`src/rtl/sar_ctrl_pkg.sv`:
```
package sar_ctrl_pkg;
  typedef enum logic [1:0] {
    PH_IDLE  = 2'd0,
    PH_ACQ   = 2'd1,
    PH_TRIAL = 2'd2
  } phase_t;
endpackage

```
`src/rtl/sar_start_qual.sv`:
```
// Detects a qualified falling edge on the read/convert line while idle.
module sar_start_qual (
  input  logic clk,
  input  logic rst_n,
  input  logic rc_n,
  input  logic ce,
  input  logic cs_n,
  input  logic idle,
  output logic start
);
  logic rc_q;

  always_ff @(posedge clk or negedge rst_n) begin
    if (!rst_n) rc_q <= 1'b1;
    else        rc_q <= rc_n;
  end

  // A falling edge during a conversion is dropped, not queued.
  assign start = idle & ce & ~cs_n & rc_q & ~rc_n;
endmodule

```
`src/rtl/sar_phase_seq.sv`:
```
// Phase sequencer: acquisition window, then one bit trial per clock.
module sar_phase_seq
  import sar_ctrl_pkg::*;
#(
  parameter int NBITS      = 12,
  parameter int SHORT_BITS = 8,
  parameter int ACQ_CYCLES = 2,
  localparam int IW = $clog2(NBITS),
  localparam int AW = $clog2(ACQ_CYCLES + 1)
) (
  input  logic          clk,
  input  logic          rst_n,
  input  logic          start,
  input  logic          short_mode,
  output phase_t        phase,
  output logic [IW-1:0] bit_idx,
  output logic          decide
);
  logic [AW-1:0] acq_cnt;
  logic          short_q;
  logic [IW-1:0] stop_idx;

  assign stop_idx = short_q ? IW'(NBITS - SHORT_BITS) : '0;
  assign decide   = (phase == PH_TRIAL);

  always_ff @(posedge clk or negedge rst_n) begin
    if (!rst_n) begin
      phase   <= PH_IDLE;
      acq_cnt <= '0;
      bit_idx <= '0;
      short_q <= 1'b0;
    end else begin
      case (phase)
        PH_IDLE: if (start) begin
          phase   <= PH_ACQ;
          acq_cnt <= '0;
          short_q <= short_mode;
        end
        PH_ACQ: if (acq_cnt == AW'(ACQ_CYCLES - 1)) begin
          phase   <= PH_TRIAL;
          bit_idx <= IW'(NBITS - 1);
        end else begin
          acq_cnt <= acq_cnt + AW'(1);
        end
        PH_TRIAL: if (bit_idx == stop_idx) begin
          phase <= PH_IDLE;
        end else begin
          bit_idx <= bit_idx - IW'(1);
        end
        default: phase <= PH_IDLE;
      endcase
    end
  end
endmodule

```
`src/rtl/sar_trial_reg.sv`:
```
// Trial/result register: one flop per bit, set by the comparator on its trial.
module sar_trial_reg #(
  parameter int NBITS = 12,
  localparam int IW = $clog2(NBITS)
) (
  input  logic             clk,
  input  logic             rst_n,
  input  logic             clr,
  input  logic             decide,
  input  logic [IW-1:0]    bit_idx,
  input  logic             cmp_below,
  output logic [NBITS-1:0] result,
  output logic [NBITS-1:0] trial_code
);
  logic [NBITS-1:0] probe;

  for (genvar b = 0; b < NBITS; b++) begin : g_bit
    assign probe[b] = decide & (bit_idx == IW'(b));

    always_ff @(posedge clk or negedge rst_n) begin
      if (!rst_n)        result[b] <= 1'b0;
      else if (clr)      result[b] <= 1'b0;
      else if (probe[b]) result[b] <= cmp_below;
    end
  end

  assign trial_code = result | probe;
endmodule

```
`src/rtl/sar_conv_ctrl.sv`:
```
module sar_conv_ctrl
  import sar_ctrl_pkg::*;
#(
  parameter int NBITS      = 12,
  parameter int SHORT_BITS = 8,
  parameter int ACQ_CYCLES = 2
) (
  input  logic             clk,
  input  logic             rst_n,
  input  logic             rc_n,
  input  logic             ce,
  input  logic             cs_n,
  input  logic             short_mode,
  input  logic             cmp_below,
  output logic [NBITS-1:0] trial_code,
  output logic             sample_en,
  output logic             busy,
  output logic [NBITS-1:0] rd_data,
  output logic             rd_oe
);
  localparam int IW = $clog2(NBITS);

  phase_t           phase;
  logic             start;
  logic             decide;
  logic [IW-1:0]    bit_idx;
  logic [NBITS-1:0] result;

  sar_start_qual u_start (
    .clk   (clk),
    .rst_n (rst_n),
    .rc_n  (rc_n),
    .ce    (ce),
    .cs_n  (cs_n),
    .idle  (phase == PH_IDLE),
    .start (start)
  );

  sar_phase_seq #(
    .NBITS      (NBITS),
    .SHORT_BITS (SHORT_BITS),
    .ACQ_CYCLES (ACQ_CYCLES)
  ) u_seq (
    .clk        (clk),
    .rst_n      (rst_n),
    .start      (start),
    .short_mode (short_mode),
    .phase      (phase),
    .bit_idx    (bit_idx),
    .decide     (decide)
  );

  sar_trial_reg #(.NBITS(NBITS)) u_reg (
    .clk        (clk),
    .rst_n      (rst_n),
    .clr        (start),
    .decide     (decide),
    .bit_idx    (bit_idx),
    .cmp_below  (cmp_below),
    .result     (result),
    .trial_code (trial_code)
  );

  assign busy      = (phase != PH_IDLE);
  assign sample_en = (phase == PH_ACQ);
  assign rd_oe     = ce & ~cs_n & rc_n & ~busy;
  assign rd_data   = rd_oe ? result : '0;
endmodule

```
`config.mk`:
```
export PLATFORM = sky130hd
export DESIGN_NAME = sar_conv_ctrl
export DESIGN_NICKNAME = d
export VERILOG_FILES = /design/src/rtl/sar_ctrl_pkg.sv /design/src/rtl/sar_start_qual.sv /design/src/rtl/sar_phase_seq.sv /design/src/rtl/sar_trial_reg.sv /design/src/rtl/sar_conv_ctrl.sv
export SDC_FILE = /design/constraint.sdc
export NUM_CORES = 1
export LEC_CHECK = 0
export BUFFER_PORTS_ARGS = -buffer_cell sky130_fd_sc_hd__buf_2
export CORE_ASPECT_RATIO = 0.6
export CORE_MARGIN = 1.5
export CORE_UTILIZATION = 57
export CTS_CLUSTER_DIAMETER = 120
export DETAILED_ROUTE_END_ITERATION = 8
export GPL_TIMING_DRIVEN = 0
export HOLD_SLACK_MARGIN = 0.03
export PLACE_DENSITY = 0.88
export SLEW_MARGIN = 10
export SYNTH_ARGS = -nofsm -noshare
export SYNTH_HDL_FRONTEND = slang
export SYNTH_HIERARCHICAL = 1
export SYNTH_SLANG_ARGS = --single-unit
```
`constraint.sdc`:
```
create_clock -name clk -period 3.8 [get_ports clk]
set_input_delay 0.76 -clock clk [delete_from_list [all_inputs] [get_ports clk]]
set_output_delay 0.76 -clock clk [all_outputs]
set_load 0.05 [all_outputs]
```
==> results of run 1 <==
## worst max-delay path, cell delays in order (launching register included)
cell and delay [ps]:
dfrtp_1 480, and2b_1 320, nor3b_2 320, nand3_1 170, or2b_1 180, buf_2 250
## sequential cells by signal, indices dropped and copies added (netlist names)
name	count
u_seq/short_q	1
u_reg/result	12
u_seq/bit_idx	4
u_seq/acq_cnt	2
u_start/rc_q	1
u_seq/phase	2
## path summary, 6_finish.rpt
path                                             start                           to  slack, ps
max in group asynchronous                        rst_n       u_start/rc_q$_DFF_PN1_       2990
min                                              rst_n  u_reg/result[3]$_DFFE_PN0P_        450
max reg2reg                 u_seq/phase[0]$_DFFE_PN0P_  u_reg/result[7]$_DFFE_PN0P_       1550
min in group clk           u_reg/result[5]$_DFFE_PN0P_  u_reg/result[5]$_DFFE_PN0P_        570
min reg2reg                u_reg/result[5]$_DFFE_PN0P_  u_reg/result[5]$_DFFE_PN0P_        570
max                         u_seq/phase[0]$_DFFE_PN0P_                trial_code[3]       1030
## stage by stage
step           setup WS [ps]  power [W]
2_1_floorplan          812.9  0.0009273
3_3_place_gp            1256   0.001047
3_5_place_dp            1189   0.001097
4_1_cts                 1070   0.001279
5_1_grt                959.1   0.001355
6_report                1033   0.001289
## cells by family after synthesis
| kind of cell | share of synthesized area |
|---|---|
| flip-flops | 0.3862 |
| XOR/XNOR | 0.006131 |
| buffers and inverters | 0.05429 |
| AND/OR/NAND/NOR | 0.3651 |
| multiplexers | 0.09895 |
| AO/OA/AOI/OAI | 0.07181 |
| adder cells (fa/ha/maj) | 0.01751 |
## layout make-up
| type | count | area, sq um |
|---|---|---|
| Fill cell | 171 | 574.3 |
| Clock buffer | 4 | 55.05 |
| Inverter | 8 | 30.03 |
| Sequential cell | 22 | 551.8 |
| Timing Repair Buffer | 33 | 165.2 |
| Buffer | 7 | 47.55 |
| Tap cell | 30 | 37.54 |
| Multi-Input combinational cell | 119 | 799.5 |
## power breakdown
group | internal, W | leakage, nW | switching (W) | total (W)
sequential | 0.000314 | 0.280 | 0.0000988 | 0.000413
combinational | 0.000229 | 0.601 | 0.000474 | 0.000702
clock | 0.0000926 | 0.0288 | 0.0000804 | 0.000173
total | 0.000636 | 0.909 | 0.000653 | 0.00129
## routing by layer
metal / share of wire / global-route usage / up-vias / routed length, microns
met1: 0.44 / 0.4014 / 597 / 1668
li1: - / - / 598 / -
met3: 0.062 / 0.07317 / 8 / 234
met5: 0 / 0 / - / 0
met2: 0.48 / 0.4902 / 60 / 1835
met4: 0.015 / 0.08163 / 0 / 55
## layout by cell type (no fill, tap or decap), types with 2 or more instances in the layout
master	instances
a21o_1	3
a21oi_1	2
and2b_1	3
and3b_2	2
buf_2	35
clkbuf_1	3
clkbuf_8	4
dfrtp_1	21
ha_1	2
inv_1	7
mux2i_1	13
nand2_1	23
nand2b_1	28
nand3_1	3
nor2_1	4
nor2b_1	2
nor3_1	5
nor3_2	8
o21ai_0	4
o221ai_1	2
or2b_1	2
or4_1	2
==> reports/results.tsv, run 1 <==
stage	metric	value	unit
yosys	ys.flop_type	dfrtp_1	
placement	io_buffers	33	
worst_setup_path	crit_fanout	9	
placement	dp.cells	219	
worst_setup_path	critPathRequiredTime	3040	ps
placement	dp_hpwl	2.769	mm
timing	skew	1.362	ps
worst_setup_path	worstPathArrival	2010	ps
die	io_pins	34	
placement	place_congestion	0.7989	
die	die_h	41.78	microns
finish	fin_nets	203	
timing	whs	449.5	ps
global_route	grt_pass1_wl	6.306	mm
power	ir_drop	0.4697	mV
worst_setup_path	critPathLaunchType	register	
finish	layout.cells.non_filler	223	
yosys	netlist_area	0.001429	sq mm
cts	clock_latency	270	ps
finish	drive_gt1_frac	0.2850	
yosys	ys_seq_area_frac	0.3862	
timing	finalSetupViolCount	0	
timing	drv_slew	0	
cts	clkSlewWorstSetupHoldPaths	80	ps
yosys	synth_edf_count	0	
timing	tightest_slew	508.0	ps
drt	num_vias	1263	
finish	n_antenna_cell	0	
yosys	syn-instance-count	156	
finish	final_cell_area	0.001687	sq mm
die	start_util	0.6320	
drt	routed_wl	3.793	mm
die	core-area	0.002261	sq mm
yosys	avgSynthCellArea	9.159	sq um
timing	slew_headroom	0.6613	
cts	cts_resized	0	
yosys	synth_top_area_frac	0.3678	
min_path	worstHoldPathType	in2async	
cts	cts_made_buffers	3	
drt	ant_nets	0	
drt	drt-wirelength-per-cell	17.01	microns
die	num_rows	13	
outcome	status	finished clean	
cts	cts_sinks	22	
cts	cts_tree	yes	
drt	detail_route.first_pass.iterations	4	
global_route	grt_pass1_vias	1290	
cts	htreeDepth	1	
die	fp.dieW	67.64	microns
yosys	yosysWarnings	6	
placement	place_area	0.001632	sq mm
drt	via_per_inst	5.664	
yosys	synth_most_common_cell	nand2b_1	
cts	cts_hold_buf	0	
cts	clockRootBuffer	clkbuf_8	
yosys	syn_nets	165	
finish	utilization	0.7460	
cts	cts_buffer_depth	2	
timing	layout_worst_path_cycle_share	0.7281	
timing	hold_viol_final	0	
drt	drcViolationCount	0	
finish	syn_to_final_growth	18.04	%
yosys	yosys.area.top_type	dfrtp_1	
cts	cts_setup_buffers	0	
worst_setup_path	rr_worst_depth	9	
timing	fmax	361.4	MHz
die	dieArea	0.002826	sq mm
worst_setup_path	worstSetupEndpointType	primary output	
yosys	ys_seq_elements	22	
yosys	synthTopCellsByArea	dfrtp_1 37%, nand2b_1 12%, mux2i_1 9.1%	
power	leakagePower	0.9089	nW
global_route	grt_usage	0.3020	
yosys	synthDistinctLibCells	36	
run	drv_cap	0	
timing	fin_crit	2767	ps
power	power_density	764.0	mW/mm^2
drt	drt_iter0_markers	74	
global_route	grt_max_degree	23	
timing	timing.setup.tns	0	ps
worst_setup_path	critical_path_class	reg2out	
yosys	synthTopCellsByCount	28 x nand2b_1, 23 x nand2_1, 21 x dfrtp_1	
timing	rsz0062_at_grt	no	
global_route	grt_overflow	0	
global_route	grt_antenna_before_repair	0	
yosys	asyncSetResetFlopFracSynth	1.000	
(Power assumes the default switching activity.)
==> inputs of run 2 (changes only) <==
--- a/config.mk
+++ b/config.mk
@@ -5,15 +5,16 @@
 export SDC_FILE = /design/constraint.sdc
 export NUM_CORES = 1
 export LEC_CHECK = 0
+export ABC_AREA = 1
 export BUFFER_PORTS_ARGS = -buffer_cell sky130_fd_sc_hd__buf_2
 export CORE_ASPECT_RATIO = 0.6
 export CORE_MARGIN = 1.5
-export CORE_UTILIZATION = 57
+export CORE_UTILIZATION = 48
 export CTS_CLUSTER_DIAMETER = 120
 export DETAILED_ROUTE_END_ITERATION = 8
 export GPL_TIMING_DRIVEN = 0
 export HOLD_SLACK_MARGIN = 0.03
-export PLACE_DENSITY = 0.88
+export PLACE_DENSITY = 0.79
 export SLEW_MARGIN = 10
 export SYNTH_ARGS = -nofsm -noshare
 export SYNTH_HDL_FRONTEND = slang
==> constraint.sdc (replaced) <==
create_clock -name clk -period 2.4 [get_ports clk]
set_input_delay 0.48 -clock clk [delete_from_list [all_inputs] [get_ports clk]]
set_output_delay 0.48 -clock clk [all_outputs]
set_load 0.05 [all_outputs]
==> run 2 against run 1 <==
Power grew 80%. First-iteration DRC count is 5.4% higher. Register-to-register slack lost 700 ps. Die area is 23% higher. Critical path depth rose by 2. Cell count increased by 32%. Combinational power increased by 82%. Global-route usage decreased by 9.3 points. Sequential cell count unchanged. Core utilization shrank 13 points. Critical path type unchanged. Largest power group unchanged.
==> reports/results.tsv, run 2 <==
stage	metric	value	unit	change
outcome	status	finished clean		unchanged
yosys	synthTopCellsByCount	44 x nand2_1, 40 x nand3_1, 37 x inv_1		was 28 x nand2b_1, 23 x nand2_1, 21 x dfrtp_1
power	internal_power	0.001100	W	was 0.0006357 W
timing	rsz0062_at_grt	no		unchanged
worst_setup_path	crit_slowest_cell	dfrtp_2		was dfrtp_1
timing	layout_worst_path_cycle_share	0.9537		
drt	drcViolationCount	0		unchanged
yosys	ys_seq_elements	22		unchanged
finish	final_cell_mix	44 x nand2_1, 40 x nand3_1, 37 x inv_1		was 35 x buf_2, 28 x nand2b_1, 23 x nand2_1
finish	layout.cells.non_filler	295		was 223
worst_setup_path	critPathRequiredTime	1920	ps	was 3040 ps
finish	fin_nets	263		was 203
placement	dp_hpwl	2.543	mm	was 2.769 mm
cts	clkSlewWorstSetupHoldPaths	90	ps	was 80 ps
global_route	grt_usage	0.2087		was 0.3020
die	io_pins	34		unchanged
finish	largest-register	u_reg/result		unchanged
timing	tightest_slew	510.7	ps	was 508.0 ps
timing	skew	5.144	ps	was 1.362 ps
yosys	yosysWarnings	6		unchanged
cts	clock_latency	270	ps	about the same
cts	cts_made_buffers	3		unchanged
drt	detail_route.first_pass.iterations	4		unchanged
finish	n_antenna_cell	0		unchanged
timing	hold_viol_final	0		unchanged
yosys	synthTopCellsByArea	dfrtp_1 35%, nand3_1 13%, nand2_1 11%		was dfrtp_1 37%, nand2b_1 12%, mux2i_1 9.1%
yosys	ys_seq_area_frac	0.3672		was 0.3862
cts	cts_buffer_depth	2		unchanged
yosys	asyncSetResetFlopFracSynth	1.000		unchanged
global_route	grt_antenna_before_repair	0		unchanged
finish	syn_to_final_growth	20.98	%	was 18.04%
finish	largest_reg_flops	12		unchanged
timing	fmax	436.9	MHz	
min_path	worstHoldPathType	in2async		unchanged
global_route	grt_max_degree	23		unchanged
cts	htreeDepth	1		unchanged
yosys	synthDistinctLibCells	23		was 36
drt	num_vias	1409		was 1263
worst_setup_path	slowest_delay	440	ps	was 480 ps
worst_setup_path	critical_path_class	reg2out		unchanged
drt	drt-wirelength-per-cell	11.49	microns	was 17.01 microns
yosys	syn_nets	222		was 165
worst_setup_path	worstPathArrival	1810	ps	was 2010 ps
timing	fin_crit	2289	ps	
global_route	grt_pass1_vias	1177		was 1290
drt	drt_iter0_markers	78		was 74
worst_setup_path	crit_fanout	10		was 9
yosys	yosys.area.top_type	dfrtp_1		unchanged
drt	routed_wl	3.389	mm	was 3.793 mm
yosys	syn-instance-count	213		was 156
global_route	grt_overflow	0		unchanged
worst_setup_path	critPathLaunchType	register		unchanged
cts	cts_sinks	22		unchanged
timing	drv_slew	0		unchanged
finish	drive_gt1_frac	0.2846		was 0.2850
power	seq_power_share	0.297		was 0.321
power	power_frac_clock	0.153		was 0.134
yosys	ys.flop_type	dfrtp_1		unchanged
power	p_switching	0.001216	W	was 0.0006528 W
finish	layout_commonest_cell	nand2_1		was buf_2
die	start_util	0.5132		was 0.6320
yosys	netlist_area	0.001503	sq mm	was 0.001429 sq mm
yosys	synth_most_common_cell	nand2_1		was nand2b_1
timing	finalSetupViolCount	0		unchanged
placement	place_congestion	0.8591		was 0.7989
drt	via_per_inst	4.776		was 5.664
power	swShare	0.5252		was 0.5066
placement	io_buffers	33		unchanged
finish	fillers	265		was 171
die	core-area	0.002928	sq mm	was 0.002261 sq mm
power	ir_drop	0.5578	mV	was 0.4697 mV
worst_setup_path	worstSetupEndpointType	primary output		unchanged
timing	timing.setup.tns	0	ps	unchanged
placement	dp.cells	288		was 219
power	leakagePower	0.9980	nW	was 0.9089 nW
yosys	synth_top_area_frac	0.3497		was 0.3678
power	power_density	1274	mW/mm^2	was 764.0 mW/mm^2
yosys	synth_edf_count	0		unchanged
finish	largestRegisters	u_reg/result (12), u_seq/bit_idx (4)		unchanged
yosys	avgSynthCellArea	7.055	sq um	was 9.159 sq um
timing	slew_headroom	0.6595		was 0.6613
die	num_rows	15		was 13
run	drv_cap	0		unchanged
die	dieArea	0.003486	sq mm	was 0.002826 sq mm
cts	cts_tree	yes		unchanged
cts	clockRootBuffer	clkbuf_8		unchanged
die	die_h	46.34	microns	was 41.78 microns
die	fp.dieW	75.24	microns	was 67.64 microns
drt	ant_nets	0		unchanged
global_route	grt_pass1_wl	5.395	mm	was 6.306 mm
power	combPwrFrac	0.551		was 0.545
worst_setup_path	cp_cell_sequence	inv_2 -> nor2_4 -> buf_6 -> nand3_1 -> nor2_1 -> or2_1 -> buf_2		was and2b_1 -> nor3b_2 -> nand3_1 -> or2b_1 -> buf_2
==> run 2: cell count changes in the layout (fill, tap and decap cells not counted), sizes merged, moves of 3 or more <==
| cell | previous run | this run |
|---|---|---|
| a21o | 3 | 0 |
| nand3 | 3 | 43 |
| nand2 | 23 | 49 |
| nor2 | 4 | 37 |
| nor3 | 13 | 0 |
| nand2b | 28 | 0 |
| mux2i | 13 | 0 |
| or2 | 1 | 10 |
| and2b | 3 | 0 |
| inv | 8 | 39 |
==> run 2: stage by stage <==
| stage | power (W) | area (sq um) | utilization | hold slack (ps) | worst slack [ps] |
|---|---|---|---|---|---|
| 2_1_floorplan | 0.001667 | 1503 | - | 184.4 | 448.2 |
| 3_3_place_gp | 0.001899 | 1720 | 0.5876 | 480.9 | 340.3 |
| 3_5_place_dp | 0.001937 | 1720 | 0.5876 | 481.6 | 327.6 |
| 4_1_cts | 0.002294 | 1792 | 0.6120 | 190.3 | 13.60 |
| 5_1_grt | 0.002496 | 1818 | 0.6209 | 201.3 | 9.431 |
| 6_report | 0.002316 | 1818 | 0.6209 | 168.5 | 111.1 |
==> run 2: kinds of logic (layout without fill, tap and decap cells) <==
logic type,count (synthesis),count (layout),share of synthesized area
buffers and inverters,44,84,0.1241
adder cells (fa/ha/maj),2,2,0.01665
flip-flops,22,22,0.3672
AND/OR/NAND/NOR,141,141,0.4763
AO/OA/AOI/OAI,4,4,0.01581
==> run 2: worst paths after layout <==
check | startpoint | end | slack, ps | cells past startpoint
max in group asynchronous | rst_n | u_seq/phase[1]$_DFFE_PN0P_ | 1860 | 1
max reg2reg | u_seq/phase[0]$_DFFE_PN0P_ | u_reg/result[6]$_DFFE_PN0P_ | 850 | 7
min reg2reg | u_reg/result[7]$_DFFE_PN0P_ | u_reg/result[7]$_DFFE_PN0P_ | 530 | 2
min in group clk | rc_n | u_start/rc_q$_DFF_PN1_ | 320 | 1
max | u_seq/phase[1]$_DFFE_PN0P_ | trial_code[2] | 110 | 7
min | rst_n | u_seq/acq_cnt[1]$_DFFE_PN0P_ | 170 | 1
==> run 2: metal layers <==
layer,share of wire,track usage,routed length (microns)
met5,0,0,0
met1,0.54,0.3248,1834
met4,0.0024,0.03929,8
met3,0.054,0.05033,182
met2,0.40,0.2920,1363
==> run 2: critical path: cells and delay by family, from the launching register on <==
kind	cells	cell delay [ps]
buffers and inverters	3	510
DFF	1	440
and+or+nand+nor	4	590
==> run 2: power by group through the flow <==
stage / logic [W] / registers, W / clock network (W)
after floorplan: 0.00102 / 0.000648 / 0
after global placement: 0.00122 / 0.000681 / 0
after detailed placement: 0.00124 / 0.000692 / 0
after global routing: 0.00140 / 0.000715 / 0.000379
after CTS: 0.00125 / 0.000685 / 0.000359
final: 0.00128 / 0.000687 / 0.000354
==> run 2: final cells by class <==
class	count	area (sq um)	area share
Timing Repair Buffer	36	190.2	0.1046
Inverter	39	146.4	0.08052
Buffer	5	40.04	0.02202
Multi-Input combinational cell	147	764.5	0.4205
Clock inverter	1	30.03	0.01652
Clock buffer	3	41.29	0.02271
Sequential cell	22	553.0	0.3042
Tap cell	42	52.55	0.02891
==> run 2: timing repair <==
| item | in CTS | in global routing |
|---|---|---|
| setup buffers | 0 | 3 |
| hold buffers | 0 | 0 |
| gates resized for setup | 0 | 2 |
| setup endpoints to repair | 0 | 10 |
==> inputs of run 3 (changes only) <==
==> constraint.sdc (replaced) <==
create_clock -name clk -period 2.4 [get_ports clk]
set_input_delay 0.12 -clock clk [delete_from_list [all_inputs] [get_ports clk]]
set_output_delay 0.12 -clock clk [all_outputs]
set_load 0.05 [all_outputs]
==> run 3 against run 2 <==
Sequential cell count unchanged. Clock-buffer cell count unchanged. Sequential power about the same. Clock power about the same. Via count increased by 0.28%. Sequential share of layout area about the same. Design area decreased by 0.34%. Critical path type unchanged.
==> reports/results.tsv, run 3 (synthesis gave the netlist of run 2 again) <==
stage	metric	value	unit	change
die	core-area	0.002928	sq mm	unchanged
timing	finalSetupViolCount	0		unchanged
cts	clock_latency	270	ps	about the same
cts	clockRootBuffer	clkbuf_8		unchanged
worst_setup_path	r2r_end	u_reg/result[6]$_DFFE_PN0P_		unchanged
cts	cts_made_buffers	3		unchanged
placement	place_congestion	0.8591		unchanged
timing	tightest_slew	508.9	ps	was 510.7 ps
die	dieArea	0.003486	sq mm	unchanged
run	drv_cap	0		unchanged
placement	io_buffers	33		unchanged
min_path	min_path_cells	3		
cts	cts_sinks	22		unchanged
die	start_util	0.5132		unchanged
cts	htreeDepth	1		unchanged
timing	fin_crit	2026	ps	was 2289 ps
drt	ant_nets	0		unchanged
global_route	grt_pass1_wl	5.416	mm	was 5.395 mm
timing	drv_slew	0		unchanged
min_path	worstHoldPathType	in2reg		was in2async
worst_setup_path	worstPathArrival	1910	ps	was 1810 ps
finish	n_antenna_cell	0		unchanged
placement	dp_hpwl	2.543	mm	unchanged
timing	rsz0062_at_grt	no		unchanged
drt	via_per_inst	4.806		was 4.776
power	leakagePower	0.9934	nW	was 0.9980 nW
die	fp.dieW	75.24	microns	unchanged
worst_setup_path	reg2reg_from	u_seq/phase[0]$_DFFE_PN0P_		unchanged
die	die_h	46.34	microns	unchanged
die	num_rows	15		unchanged
worst_setup_path	worstSetupEndpointType	primary output		unchanged
worst_setup_path	rr_worst_depth	7		unchanged
finish	largest_reg_flops	12		unchanged
global_route	grt_pass1_vias	1183		was 1177
cts	clkSlewWorstSetupHoldPaths	90	ps	about the same
power	power_density	1265	mW/mm^2	was 1274 mW/mm^2
timing	fmax	493.5	MHz	was 436.9 MHz
worst_setup_path	critPathLaunchType	register		unchanged
drt	drt_iter0_markers	76		was 78
timing	hold_viol_final	0		unchanged
cts	cts_resized	0		unchanged
drt	drcViolationCount	0		unchanged
finish	final_cell_mix	44 x nand2_1, 40 x nand3_1, 37 x inv_1		unchanged
drt	drt-wirelength-per-cell	11.43	microns	was 11.49 microns
worst_setup_path	critPathRequiredTime	2280	ps	was 1920 ps
drt	detail_route.first_pass.iterations	4		unchanged
worst_setup_path	crit_fanout	10		unchanged
outcome	status	finished clean		unchanged
finish	largestRegisters	u_reg/result (12), u_seq/bit_idx (4)		unchanged
global_route	grt_overflow	0		unchanged
die	io_pins	34		unchanged
finish	syn_to_final_growth	20.57	%	was 20.98%
power	ir_drop	0.5396	mV	was 0.5578 mV
global_route	grt_usage	0.2096		was 0.2087
cts	cts_tree	yes		unchanged
min_path	hold_end	u_seq/short_q$_DFFE_PN0P_		
worst_setup_path	r2r_slack	850	ps	about the same
finish	largest-register	u_reg/result		unchanged
cts	cts_buffer_depth	2		unchanged
timing	skew	7.018	ps	was 5.144 ps
global_route	grt_max_degree	23		unchanged
finish	drive_gt1_frac	0.2698		was 0.2846
finish	fin_nets	262		was 263
timing	timing.setup.tns	0	ps	unchanged
drt	num_vias	1413		was 1409
global_route	grt_antenna_before_repair	0		unchanged
finish	layout_commonest_cell	nand2_1		unchanged
timing	layout_worst_path_cycle_share	0.8443		was 0.9537
worst_setup_path	critical_path_class	reg2out		unchanged
min_path	hp-start	short_mode		
power	total_power	0.002291	W	was 0.002316 W
timing	slew_headroom	0.6607		was 0.6595
drt	routed_wl	3.360	mm	was 3.389 mm
run 3: changes by cell type in the layout (fill, tap and decap cells not counted):
cell	delta
dfrtp_2	-1
dlygate4sd3_1	+2
buf_4	-3
clkbuf_4	-1
buf_2	+1
dfrtp_1	+1
run 3: routing by layer:
layer / vias to the layer above / share of wire / wire length, microns / global-route usage
met5: - / 0 / 0 / 0
met4: 0 / 0.0024 / 8 / 0.03929
met3: 2 / 0.072 / 243 / 0.05033
met2: 60 / 0.40 / 1351 / 0.2956
met1: 619 / 0.52 / 1756 / 0.3248
li1: 732 / - / - / -
run 3: power breakdown:
part	total (W)	internal [W]	switching [W]	leakage (nW)
Clock	0.000353	0.000223	0.000130	0.0357
Combinational	0.00125	0.000341	0.000913	0.674
Sequential	0.000685	0.000515	0.000170	0.283
Total	0.00229	0.00108	0.00121	0.993
run 3: worst max-delay path by stage:
| stage | from | to | slack (ps) |
|---|---|---|---|
| 6_report | u_seq/phase[1]$_DFFE_PN0P_ | trial_code[1] | 370 |
| 5_1_grt | u_seq/phase[1]$_DFFE_PN0P_ | trial_code[1] | 230 |
| 4_1_cts | u_seq/phase[1]$_DFFE_PN0P_ | trial_code[1] | 370 |
| 3_5_place_dp | u_seq/phase[1]$_DFFE_PN0P_ | trial_code[1] | 690 |
| 3_3_place_gp | u_seq/phase[1]$_DFFE_PN0P_ | trial_code[1] | 700 |
| 2_1_floorplan | u_seq/phase[1]$_DFFE_PN0P_ | trial_code[1] | 810 |
run 3: layout make-up:
| class | instances | area (sq um) |
|---|---|---|
| plain buffers | 5 | 40.04 |
| clock buffers | 3 | 41.29 |
| clock inverters | 1 | 30.03 |
| fillers | 263 | 1116 |
| inverters | 39 | 146.4 |
| multi-input cells | 147 | 764.5 |
| flip-flops and latches | 22 | 551.8 |
| well taps | 42 | 52.55 |
| repair buffers | 35 | 185.2 |
run 3: repair_timing:
action,4_1_cts,5_1_grt
hold buffers,2,0
hold endpoints to repair,22,0
setup buffers,0,0
run 3: worst max-delay path: stages (launching register included):
cell     delay, ps
dfrtp_1        490
inv_2           90
nor2_4         240
buf_6          180
nand3_1        110
nor2_1         150
or2_1          120
buf_2          250
run 3: per-stage QoR:
step	instance area (sq um)	util	std cells	hold slack, ps	setup WS [ps]
floorplan	1503	-	213	-175.6	808.2
global placement	1720	0.5876	288	120.9	700.3
detailed placement	1720	0.5876	288	121.6	687.6
CTS	1812	0.6188	294	112.2	373.6
global route	1812	0.6188	294	119.4	230.0
finish	1812	0.6188	294	113.7	373.6
